--- src/rtl/cirq_pkg.sv ---
// Package: shared register map, capture-style masks and grouping of the
// cascaded interrupt controller. Assumes 32 sources per level.
package cirq_pkg;
    localparam int unsigned SRC_W = 32;
    localparam int unsigned IDX_W = 5;

    typedef enum logic [1:0] {
        REG_PSTAT = 2'd0,
        REG_PMASK = 2'd1,
        REG_SSTAT = 2'd2,
        REG_SMASK = 2'd3
    } reg_addr_e;

    // Capture style per bit: 1 = edge-latched, 0 = level-following
    localparam logic [SRC_W-1:0] PRI_EDGE_BITS = 32'hF1CF_0000;
    localparam logic [SRC_W-1:0] SEC_EDGE_BITS = 32'h1041_0000;

    // Primary positions carrying secondary-group summaries
    localparam int unsigned SUM_SERPAR = 4;
    localparam int unsigned SUM_MISC   = 5;
    localparam int unsigned SUM_AUDIO  = 6;
    localparam logic [SRC_W-1:0] SUM_BITS = 32'h0000_0070;

    // Secondary group membership
    localparam logic [SRC_W-1:0] GRP_AUDIO  = 32'h0000_00FF;
    localparam logic [SRC_W-1:0] GRP_MISC   = 32'h0000_FF00;
    localparam logic [SRC_W-1:0] GRP_SERPAR = 32'hFFFF_0000;

    // Secondary group mask selected by a primary summary position
    function automatic logic [SRC_W-1:0] group_of(input logic [IDX_W-1:0] pos);
        case (pos)
            IDX_W'(SUM_SERPAR): group_of = GRP_SERPAR;
            IDX_W'(SUM_MISC):   group_of = GRP_MISC;
            IDX_W'(SUM_AUDIO):  group_of = GRP_AUDIO;
            default:            group_of = '0;
        endcase
    endfunction
endpackage

--- src/rtl/irq_sync_capture.sv ---
// Module: irq_sync_capture
// Synchronizes N raw inputs and turns each into a status bit. A bit is
// either edge-latched (set on synchronized rise, cleared by a write of 0)
// or level-following, chosen per bit by EDGE_MASK. Assumes that raw inputs
// are asynchronous or quasi-static. A set event beats a clear in the same cycle.
module irq_sync_capture #(
    parameter int unsigned      N           = 32,
    parameter logic [N-1:0]     EDGE_MASK   = '0,
    parameter int unsigned      SYNC_STAGES = 2
) (
    input  logic         clk,
    input  logic         rst_n,
    input  logic [N-1:0] raw,
    input  logic         clr_en,
    input  logic [N-1:0] clr_val,
    output logic [N-1:0] status
);
    logic [N-1:0] sync_q [SYNC_STAGES];
    logic [N-1:0] hist_q;
    logic [N-1:0] synced;

    // Synchronizer chain for all inputs
    always_ff @(posedge clk) begin
        if (!rst_n) begin
            for (int s = 0; s < int'(SYNC_STAGES); s++) sync_q[s] <= '0;
        end else begin
            sync_q[0] <= raw;
            for (int s = 1; s < int'(SYNC_STAGES); s++) sync_q[s] <= sync_q[s-1];
        end
    end

    assign synced = sync_q[SYNC_STAGES-1];

    // Previous synchronized value for rise detection
    always_ff @(posedge clk) begin
        if (!rst_n) hist_q <= '0;
        else        hist_q <= synced;
    end

    for (genvar i = 0; i < int'(N); i++) begin : g_bit
        if (EDGE_MASK[i]) begin : g_edge
            logic latch_q;
            // Edge latch: rise sets, software write of 0 clears, set wins
            always_ff @(posedge clk) begin
                if (!rst_n)                        latch_q <= 1'b0;
                else if (synced[i] && !hist_q[i])  latch_q <= 1'b1;
                else if (clr_en && !clr_val[i])    latch_q <= 1'b0;
            end
            assign status[i] = latch_q;
        end else begin : g_level
            assign status[i] = synced[i];
        end
    end
endmodule

--- src/rtl/irq_lowest_pick.sv ---
// Module: irq_lowest_pick
// Finds the lowest set bit of a request vector. Purely combinational.
module irq_lowest_pick #(
    parameter int unsigned N  = 32,
    parameter int unsigned IW = $clog2(N)
) (
    input  logic [N-1:0]  req,
    output logic          found,
    output logic [IW-1:0] idx
);
    // Scan from the top so the lowest set bit is written last
    always_comb begin
        found = 1'b0;
        idx   = '0;
        for (int i = int'(N) - 1; i >= 0; i--) begin
            if (req[i]) begin
                found = 1'b1;
                idx   = IW'(i);
            end
        end
    end
endmodule

--- src/rtl/cascade_irq_ctrl.sv ---
// Module: cascade_irq_ctrl
// Two-level interrupt controller. A secondary 32-input controller feeds
// three group summaries into primary bits 4-6. The block drives one CPU
// request and a vector for the lowest pending unmasked source, descending
// into the secondary level when a summary wins. Register port: synchronous
// writes, combinational reads.
module cascade_irq_ctrl #(
    parameter int unsigned SRC_W       = 32,
    parameter int unsigned VEC_W       = 7,
    parameter int unsigned SYNC_STAGES = 2
) (
    input  logic             clk,
    input  logic             rst_n,
    input  logic [SRC_W-1:0] pri_src,
    input  logic [SRC_W-1:0] sec_src,
    input  logic             reg_we,
    input  logic [1:0]       reg_addr,
    input  logic [SRC_W-1:0] reg_wdata,
    output logic [SRC_W-1:0] reg_rdata,
    output logic             cpu_irq,
    output logic             vec_valid,
    output logic [VEC_W-1:0] vec_id
);
    import cirq_pkg::*;

    localparam int unsigned IW = $clog2(SRC_W);

    logic [SRC_W-1:0] pri_cap, pri_status, pri_mask_q, pri_pend;
    logic [SRC_W-1:0] sec_status, sec_mask_q, sec_pend, sec_sel;
    logic             wr_pstat, wr_sstat;
    logic             p_found, s_found, p_is_sum;
    logic [IW-1:0]    p_idx, s_idx;

    assign wr_pstat = reg_we && (reg_addr == REG_PSTAT);
    assign wr_sstat = reg_we && (reg_addr == REG_SSTAT);

    irq_sync_capture #(
        .N(SRC_W), .EDGE_MASK(PRI_EDGE_BITS), .SYNC_STAGES(SYNC_STAGES)
    ) u_pri_cap (
        .clk(clk), .rst_n(rst_n), .raw(pri_src & ~SUM_BITS),
        .clr_en(wr_pstat), .clr_val(reg_wdata), .status(pri_cap)
    );

    irq_sync_capture #(
        .N(SRC_W), .EDGE_MASK(SEC_EDGE_BITS), .SYNC_STAGES(SYNC_STAGES)
    ) u_sec_cap (
        .clk(clk), .rst_n(rst_n), .raw(sec_src),
        .clr_en(wr_sstat), .clr_val(reg_wdata), .status(sec_status)
    );

    // Mask registers, written through the register port
    always_ff @(posedge clk) begin
        if (!rst_n) begin
            pri_mask_q <= '0;
            sec_mask_q <= '0;
        end else if (reg_we) begin
            if (reg_addr == REG_PMASK) pri_mask_q <= reg_wdata;
            if (reg_addr == REG_SMASK) sec_mask_q <= reg_wdata;
        end
    end

    assign sec_pend = sec_status & sec_mask_q;

    // Merge group summaries into the primary status image
    always_comb begin
        pri_status             = pri_cap & ~SUM_BITS;
        pri_status[SUM_SERPAR] = |(sec_pend & GRP_SERPAR);
        pri_status[SUM_MISC]   = |(sec_pend & GRP_MISC);
        pri_status[SUM_AUDIO]  = |(sec_pend & GRP_AUDIO);
    end

    assign pri_pend = pri_status & pri_mask_q;

    // Register read multiplexer
    always_comb begin
        case (reg_addr)
            REG_PSTAT: reg_rdata = pri_status;
            REG_PMASK: reg_rdata = pri_mask_q;
            REG_SSTAT: reg_rdata = sec_status;
            default:   reg_rdata = sec_mask_q;
        endcase
    end

    irq_lowest_pick #(.N(SRC_W), .IW(IW)) u_pri_pick (
        .req(pri_pend), .found(p_found), .idx(p_idx)
    );

    assign p_is_sum = SUM_BITS[p_idx];
    assign sec_sel  = sec_pend & group_of(p_idx);

    irq_lowest_pick #(.N(SRC_W), .IW(IW)) u_sec_pick (
        .req(sec_sel), .found(s_found), .idx(s_idx)
    );

    // Vector encode: primary index, or offset secondary index on a summary win
    always_comb begin
        if (p_is_sum && s_found) vec_id = VEC_W'(SRC_W) + VEC_W'(s_idx);
        else                     vec_id = VEC_W'(p_idx);
    end

    assign vec_valid = p_found;
    assign cpu_irq   = p_found;
endmodule

--- config.mk ---
export PLATFORM = sky130hd
export DESIGN_NAME = cascade_irq_ctrl
export DESIGN_NICKNAME = d
export VERILOG_FILES = /design/src/rtl/cirq_pkg.sv /design/src/rtl/irq_sync_capture.sv /design/src/rtl/irq_lowest_pick.sv /design/src/rtl/cascade_irq_ctrl.sv
export SDC_FILE = /design/constraint.sdc
export NUM_CORES = 1
export LEC_CHECK = 0
export BUFFER_PORTS_ARGS = -buffer_cell sky130_fd_sc_hd__buf_4
export CAP_MARGIN = 40
export CORE_MARGIN = 3
export CORE_UTILIZATION = 55
export DETAILED_ROUTE_END_ITERATION = 8
export PLACE_DENSITY_LB_ADDON = 0.12
export SYNTH_ARGS = -nofsm -noshare
export SYNTH_HDL_FRONTEND = slang
export SYNTH_HIERARCHICAL = 1
export SYNTH_SLANG_ARGS = --single-unit
--- constraint.sdc ---
create_clock -name clk -period 12.3 [get_ports clk]
set_input_delay 3.075 -clock clk [delete_from_list [all_inputs] [get_ports clk]]
set_output_delay 3.075 -clock clk [all_outputs]
set_load 0.1 [all_outputs]
==> out/qor.txt, run 1 <==
Syn_area_per_cell: 9.29 µm²
Drc violations: 0
Worst-path clk slew: 0.06 ns
Area Overhead vs Synth: 14.7%
Final Max Slew Viols: 0
Rows: 47
Crit-path cells: nand2_1 > nand4_1 > nor4_1 > nor2b_1 > nor3_1 > o21a_1 > o2111ai_1 > a221oi_1 > nor3_1 > nand2b_1 > nor2_1 > nor4_1 > nand3_1 > nor3_1 > nand3b_1 > nand3_1 > nor2_1 > mux2_2 > buf_4
Die height: 136 µm
Data required time at the worst endpoint: 9.22 ns
Clock Path Buffers: 3
Post-CTS Setup Inserts: 0
CTS tree: yes
Start of the worst register-to-register path: sec_mask_q[23]
Total grt overflow: 0
Num Clock Sinks: 214
Initial core utilization: 56.4%
Routed len/inst: 16.3 µm
Reg power frac: 45.9%
Slowest CP cell: nor4_1
Initial antenna violation count: 0
Share of layout cells above drive strength 1: 22.3%
ANT cells: 0
CTS HTree Levels: 1
Crit. End Element: primary output
Worst Min Path Start: u_pri_cap/sync_q[0][22]
Skew final: 0.0129 ns
Critical path data arrival time: 5.48 ns
Min cycle time layout: 8.55 ns
CP startpoint kind: flop
PwrDens: 150 nW/µm²
Fin. Hold Viols: 0
Cell mode on critical path: nor3_1
Setup CP Type: flop to primary output
Port Buffer Count: 137
Synth Cell Area: 9350 µm²
Vias in the first global route: 6369
CP Launch Point: u_sec_cap/g_bit[22].g_edge.latch_q
Worst-Skew Late Latency: 0.51 ns
Fmax: 117 MHz
Leakage dissipation: 4.28 nW
Syn Inst Count: 1006
Die Wd: 136 µm
Hold_ws: 0.429 ns
Outcome: completed
Sw Pwr: 0.000395 W
First-pass GRT wire length: 33100 µm
Root Buffer: clkbuf_16
DIE AREA: 18600 µm²
Cts repair resizes: 0
Sw Ratio: 24.6%
HPWL after DPL: 14500 µm
Max incr delay on CP: 0.60 ns
Post-DRT Antenna Nets: 0
Setup_tns: 0 ns
Filler cell count: 1406
Setup violators final: 0
Most common library cell in the layout ignoring fill and taps: dfxtp_1
Slew HR: 40.1%
Max_cap viols: 0
Path type of the worst min-delay path: flop to flop
Final Net Count: 1160
Clock share of power: 42.8%
Total wire length: 21100 µm
YS warnings: 6
Gate power share: 11.3%
Post-Synthesis Net Count: 1107
RSZ-0062 raised after global routing: false
Most frequent cells in the layout: dfxtp_1, nand2_1, and2_1
Via density: 5.31
Max VDD drop: 0.000109 V
DRT Pass-1 Iters: 5
CTS Buf Count: 22
Internal power: 0.00121 W
Worst Path Max Fanout: 16
Period utilization: 69.5%
Largest net degree at the start of global routing: 122
Hold Buf Count CTS: 0
Via count: 6866
Gpl congestion: 0.955
GRT Total Usage: 22.5%
DRT iter0 DRCs: 504
I/O pin count: 142
Worst-Margin Slew: 0.898 ns
Core area: 16600 µm²
worst paths after layout:
| check | slack (ns) | to | cells after the start |
|---|---|---|---|
| setup / recovery | 3.75 | vec_id[0] | 19 |
| hold / removal | 0.43 | u_pri_cap/sync_q[0][54] | 1 |
| setup reg to reg | 11.58 | sec_mask_q[23] | 2 |
| hold reg to reg | 0.43 | u_pri_cap/sync_q[0][54] | 1 |
cell type report:
| cell class | count | area [µm²] | share of cell area (%) |
|---|---|---|---|
| timing repair buffer | 142 | 1090 | 10.1 |
| multi-input combinational | 664 | 4250 | 39.7 |
| tap | 220 | 275 | 2.57 |
| sequential | 214 | 4280 | 40.0 |
| clock buffer | 32 | 628 | 5.86 |
| clock inverter | 7 | 139 | 1.30 |
| inverter | 15 | 56.3 | 0.525 |
per-stage QoR:
stage / util [%] / instance area (µm²) / setup slack [ns] / power [W] / instances
floorplan: - / 9350 / 3.54 / 0.000889 / 1006
global placement: 59.8 / 9920 / 4.35 / 0.000930 / 1254
detailed placement: 60.0 / 9950 / 4.40 / 0.000933 / 1255
CTS: 64.6 / 10700 / 3.86 / 0.00162 / 1294
global route: 64.6 / 10700 / 3.36 / 0.00166 / 1294
finish: 64.6 / 10700 / 3.75 / 0.00160 / 1294
power groups by stage:
stage	clock network (W)	registers [W]	logic [W]
final	0.000687	0.000737	0.000181
after global routing	0.000728	0.000739	0.000193
after CTS	0.000699	0.000736	0.000182
after detailed placement	0	0.000751	0.000181
after global placement	0	0.000750	0.000180
after floorplan	0	0.000745	0.000144
worst max-delay path: cells and delay by family (launching register included):
kind	cells	cell delay (ns)
compound gates	3	0.87
buf+inv	1	0.29
flops	1	0.32
mux	1	0.28
simple gates	14	3.19
flip-flops by register name, summed over array words and instances, names as in the netlist:
register,cells
u_sec_cap/hist_q,3
u_pri_cap/g_bit.g_edge.latch_q,11
u_sec_cap/g_bit.g_edge.latch_q,3
pri_mask_q,32
sec_mask_q,32
u_pri_cap/sync_q,58
u_sec_cap/sync_q,64
u_pri_cap/hist_q,11
per-layer routing:
layer | vias up | track usage, % | part of all wire (%)
met5 | - | 0 | 0
met4 | 0 | 5.10 | 1.9
met3 | 37 | 3.44 | 7.7
met2 | 253 | 35.2 | 45
met1 | 3185 | 33.1 | 46
li1 | 3391 | - | -
No activity file was read; power rests on OpenSTA's default activity.
==> run 2, diff against run 1 <==
clock period = 8.5 ns   (was 12.3 ns; I/O delays follow)
==> run 2 against run 1 <==
Against the previous run:
- clock power up 41%
- design area about the same
- register-to-register slack got worse by 3.8 ns
- cell count increased by 0.23%
- die area unchanged
- sequential share of layout area is essentially flat
- count of clock-buffer cells in the layout increased by 3
- worst hold slack improved by 0.0017 ns
- sequential power up 45%
- flip-flop and latch count unchanged
==> out/qor.txt, run 2 (synthesized netlist as in run 1, its figures left out) <==
Gpl congestion: 0.939
Hold Buf Count CTS: 0
Initial core utilization: 56.4%
Total wire length: 21100 µm
Post-DRT Antenna Nets: 0
Die height: 136 µm
I/O pin count: 142
Worst Min Path Start: u_pri_cap/sync_q[0][31]
CP delay by family, top: simple AND/OR/NAND/NOR gates
RSZ-0062 raised after global routing: false
Rows: 47
Post-Layout Cell Count: 1297
Fmax: 133 MHz
Worst Path Max Fanout: 16
Crit. End Element: primary output
Vias in the first global route: 6375
CP Launch Point: u_sec_cap/g_bit[22].g_edge.latch_q
Leakage dissipation: 4.27 nW
Design area: 10700 µm²
Via count: 6814
Critical path data arrival time: 5.42 ns
Max FFs per register: 64
Area Overhead vs Synth: 14.7%
CTS tree: yes
Post-CTS Setup Inserts: 0
Cell mode on critical path: nor3_1
Worst-Skew Late Latency: 0.51 ns
Via density: 5.25
Max VDD drop: 0.000174 V
Final Max Slew Viols: 0
Reg power frac: 46.4%
Most frequent cells in the layout: dfxtp_1, nand2_1, and2_1
Most common library cell in the layout ignoring fill and taps: dfxtp_1
Fin. Hold Viols: 0
Path type of the worst min-delay path: flop to flop
Gate power share: 11.5%
Pwr Total: 0.00230 W
Worst R2R End: sec_mask_q[23]
Period utilization: 88.8%
Worst-path clk slew: 0.06 ns
Flop2flop setup slack: 7.82 ns
Num Clock Sinks: 214
HPWL after DPL: 14800 µm
Core area: 16600 µm²
CTS HTree Levels: 1
Sw Pwr: 0.000585 W
Clock Path Buffers: 3
Worst Path Buf+Inv: 1
Port Buffer Count: 137
Worst Reg-to-Reg Cells: 2
Root Buffer: clkbuf_16
Setup CP Type: flop to primary output
Share of layout cells above drive strength 1: 22.3%
Place WS: 1.56 ns
Internal power: 0.00171 W
Final WS setup: 0.953 ns
ANT cells: 0
DRT Pass-1 Iters: 5
Start of the worst register-to-register path: sec_mask_q[23]
Largest Register: u_sec_cap/sync_q
CP startpoint kind: flop
Dpl cell area: 9980 µm²
PwrDens: 214 nW/µm²
Hold EP: u_pri_cap/sync_q[0][63]
Max incr delay on CP: 0.58 ns
Crit-path cells: nand2_1 > nand4_1 > nor4_1 > nor2b_1 > nor3_1 > o21a_1 > o2111ai_1 > a221oi_1 > nor3_1 > nand2b_1 > nor2_1 > nor4_1 > nand3_1 > nor3_1 > nand3b_1 > nand3_1 > nor2_1 > mux2_2 > buf_4
Skew final: 0.00906 ns
GRT Total Usage: 22.4%
First-pass GRT wire length: 32900 µm
Initial antenna violation count: 0
Post-Place Cells: 1256
Clock share of power: 42.1%
Largest regs: u_sec_cap/sync_q x64, u_pri_cap/sync_q x58
Data required time at the worst endpoint: 6.38 ns
Largest net degree at the start of global routing: 94
Setup violators final: 0
Routed len/inst: 16.2 µm
Outcome: completed
Cts repair resizes: 0
Slew HR: 46.9%
Total grt overflow: 0
Drc violations: 0
Die Wd: 136 µm
Slowest CP cell: nor4_1
DRT iter0 DRCs: 520
DIE AREA: 18600 µm²
CTS Buf Count: 23
Final Net Count: 1162
Worst-Margin Slew: 0.796 ns
Setup_tns: 0 ns
Hold Path Stages: 1
Sw Ratio: 25.4%
Min cycle time layout: 7.55 ns
Max_cap viols: 0
==> run 2: cell count changes in the layout (fill, tap and decap cells not counted), sizes merged <==
cell / previous run / this run
buf: 142 / 143
bufinv: 3 / 1
clkbuf: 32 / 35
clkinv: 4 / 2
clkinvlp: 0 / 1
inv: 15 / 17
==> run 2: power by group through the flow <==
stage / Sequential (W) / Clock, W / Combinational, W
after global routing: 0.00107 / 0.00102 / 0.000282
after CTS: 0.00106 / 0.000984 / 0.000266
after global placement: 0.00109 / 0 / 0.000261
after detailed placement: 0.00109 / 0 / 0.000265
final: 0.00107 / 0.000969 / 0.000264
after floorplan: 0.00108 / 0 / 0.000209
==> run 2: how the worst max path moves through the flow <==
| stage | slack, ns | cells past startpoint | endpoint |
|---|---|---|---|
| 6_report | 0.95 | 19 | vec_id[0] |
| 5_1_grt | 0.34 | 19 | vec_id[0] |
| 4_1_cts | 0.99 | 19 | vec_id[0] |
| 3_5_place_dp | 1.56 | 19 | vec_id[0] |
| 3_3_place_gp | 1.54 | 19 | vec_id[1] |
| 2_1_floorplan | 1.26 | 18 | vec_id[0] |
==> run 2: cell type report <==
class / instances / area, µm²
timing repair buffer: 143 / 1110
sequential: 214 / 4280
tap: 220 / 275
multi-input combinational: 664 / 4250
clock buffer: 35 / 661
inverter: 15 / 56.3
clock inverter: 6 / 76.3
fill: 1442 / 5870
==> run 2: worst register-to-register path, stage by stage (launching register included) <==
cell and delay, ns:
dfxtp_1 0.36, nand2_1 0.05, a21boi_0 0.19
==> run 2: stage by stage <==
stage / util, % / hold WS [ns]
after floorplan: - / 0.412
after global placement: 59.8 / 0.415
after detailed placement: 60.2 / 0.417
after CTS: 64.6 / 0.431
after global routing: 64.6 / 0.440
final: 64.6 / 0.430
==> run 2: metal layers <==
metal  routed length [µm]  global-route usage [%]  up-vias  part of all wire (%)
met2                 9250                    34.3      239                    44
met5                    0                       0        -                     0
li1                     -                       -     3408                     -
met1                 9690                    32.4     3127                    46
met3                 1640                    4.59       40                   7.8
met4                  477                    6.10        0                   2.3
==> run 3, diff against run 2 <==
MAX_ROUTING_LAYER = met4   (was not set)
==> run 3 against run 2 <==
Against the previous run:
- sequential power about the same
- critical path type unchanged
- largest power group unchanged
- global-route usage up 0.65 points
- critical path depth unchanged
==> out/qor.txt, run 3 (synthesized netlist as in run 1, its figures left out) <==
DIE AREA: 18600 µm²
Most common library cell in the layout ignoring fill and taps: dfxtp_1
Largest regs: u_sec_cap/sync_q x64, u_pri_cap/sync_q x58
Routed len/inst: 16.2 µm
Die height: 136 µm
Data required time at the worst endpoint: 6.38 ns
DRT met1 WL: 9820 µm
Min cycle time layout: 7.52 ns
Crit. End Element: primary output
Total grt overflow: 0
Slowest CP cell: a221oi_1
Path type of the worst min-delay path: flop to flop
Root Buffer: clkbuf_16
Fmax: 133 MHz
CTS tree: yes
Flop2flop setup slack: 7.80 ns
Vias in the first global route: 6233
RSZ-0062 raised after global routing: false
CTS Buf Count: 22
Cell mode on critical path: nor3_1
CP Launch Point: u_sec_cap/g_bit[22].g_edge.latch_q
Area Overhead vs Synth: 13.8%
Critical path data arrival time: 5.40 ns
Filler cell count: 1425
Setup CP Type: flop to primary output
GRT Total Usage: 23.1%
Outcome: completed
Fin. Hold Viols: 0
Reg area: 4280 µm²
Cts repair resizes: 0
Clock Path Buffers: 3
Start of the worst register-to-register path: pri_mask_q[5]
Hold Buf Count CTS: 0
Multi-input gate area: 4250 µm²
First-pass GRT wire length: 32900 µm
Leakage dissipation: 4.23 nW
Num Clock Sinks: 214
Initial core utilization: 56.4%
Slew HR: 46.6%
Worst-Skew Late Latency: 0.51 ns
Top Metal Used: met4
Max VDD drop: 0.000142 V
ANT cells: 0
Hold EP: u_pri_cap/sync_q[0][44]
Met2 wire length: 9280 µm
Drc violations: 0
Met3 routed WL: 1430 µm
Port Buffer Count: 137
Max_cap viols: 0
Die Wd: 136 µm
Worst-Margin Slew: 0.801 ns
CP startpoint kind: flop
Period utilization: 88.5%
Post-CTS Setup Inserts: 0
Via count: 6757
Worst Path Max Fanout: 16
Core area: 16600 µm²
Rows: 47
Largest net degree at the start of global routing: 111
Final Max Slew Viols: 0
Final Net Count: 1161
DRT iter0 DRCs: 480
Max FFs per register: 64
Total wire length: 21000 µm
PwrDens: 208 nW/µm²
Largest Register: u_sec_cap/sync_q
Worst-path clk slew: 0.06 ns
Worst R2R End: pri_mask_q[5]
Final Core Density: 64.1%
Pwr Total: 0.00221 W
Most frequent cells in the layout: dfxtp_1, nand2_1, and2_1
Skew final: 0.00854 ns
Share of layout cells above drive strength 1: 22.0%
Crit-path cells: nand2_1 > nand4_1 > nor4_1 > nor2b_1 > nor3_1 > o21a_1 > o2111ai_1 > a221oi_1 > nor3_1 > nand2b_1 > nor2_1 > nor4_1 > nand3_1 > nor3_1 > nand3b_1 > nand3_1 > nor2_1 > mux2_2 > buf_4
Worst Min Path Start: u_pri_cap/sync_q[0][12]
Hold Path Stages: 1
HPWL after DPL: 14800 µm
Worst Reg-to-Reg Cells: 2
CTS HTree Levels: 1
Gpl congestion: 0.942
I/O pin count: 142
Max incr delay on CP: 0.59 ns
Setup_tns: 0 ns
DRT Pass-1 Iters: 5
Setup violators final: 0
Initial antenna violation count: 0
Via density: 5.23
Post-DRT Antenna Nets: 0
## run 3: worst max-delay path by stage
stage           endpoint  slack (ns)  cells past startpoint
2_1_floorplan  vec_id[0]        1.26                     18
3_3_place_gp   vec_id[1]        1.54                     19
3_5_place_dp   vec_id[1]        1.54                     19
4_1_cts        vec_id[1]        0.98                     19
5_1_grt        vec_id[0]        0.53                     19
6_report       vec_id[0]        0.98                     19
## run 3: per-layer routing
layer | up-vias | track usage, %
li1 | 3384 | -
met1 | 3098 | 33.2
met2 | 237 | 33.9
met3 | 38 | 3.81
met4 | 0 | 6.10
met5 | - | -
## run 3: cell type report
class                      instances  area share, %
sequential                       214           40.3
multi-input combinational        664           40.0
timing repair buffer             143           10.4
clock buffer                      32           5.72
tap                              220           2.59
inverter                          15          0.530
clock inverter                     5          0.494
## run 3: where the power goes
part	switching [W]	internal, W
clock	0.000383	0.000499
sequential	0.0000197	0.00105
combinational	0.000167	0.0000962
## run 3: stage by stage
stage,setup slack [ns],std cells,hold slack (ns),area [µm²]
global route,0.527,1293,0.440,10600
finish,0.979,1293,0.429,10600
detailed placement,1.54,1256,0.417,9970
global placement,1.54,1254,0.414,9920
floorplan,1.26,1006,0.412,9350
CTS,0.981,1293,0.429,10600
## run 3: worst max-delay path, delay by kind of cell, from the launching register on
| family | cells | cell delay [ns] |
|---|---|---|
| AND/OR/NAND/NOR | 14 | 3.07 |
| AO/OA/AOI/OAI | 3 | 0.90 |
| flip-flops | 1 | 0.32 |
| buffers and inverters | 1 | 0.29 |
| multiplexers | 1 | 0.28 |
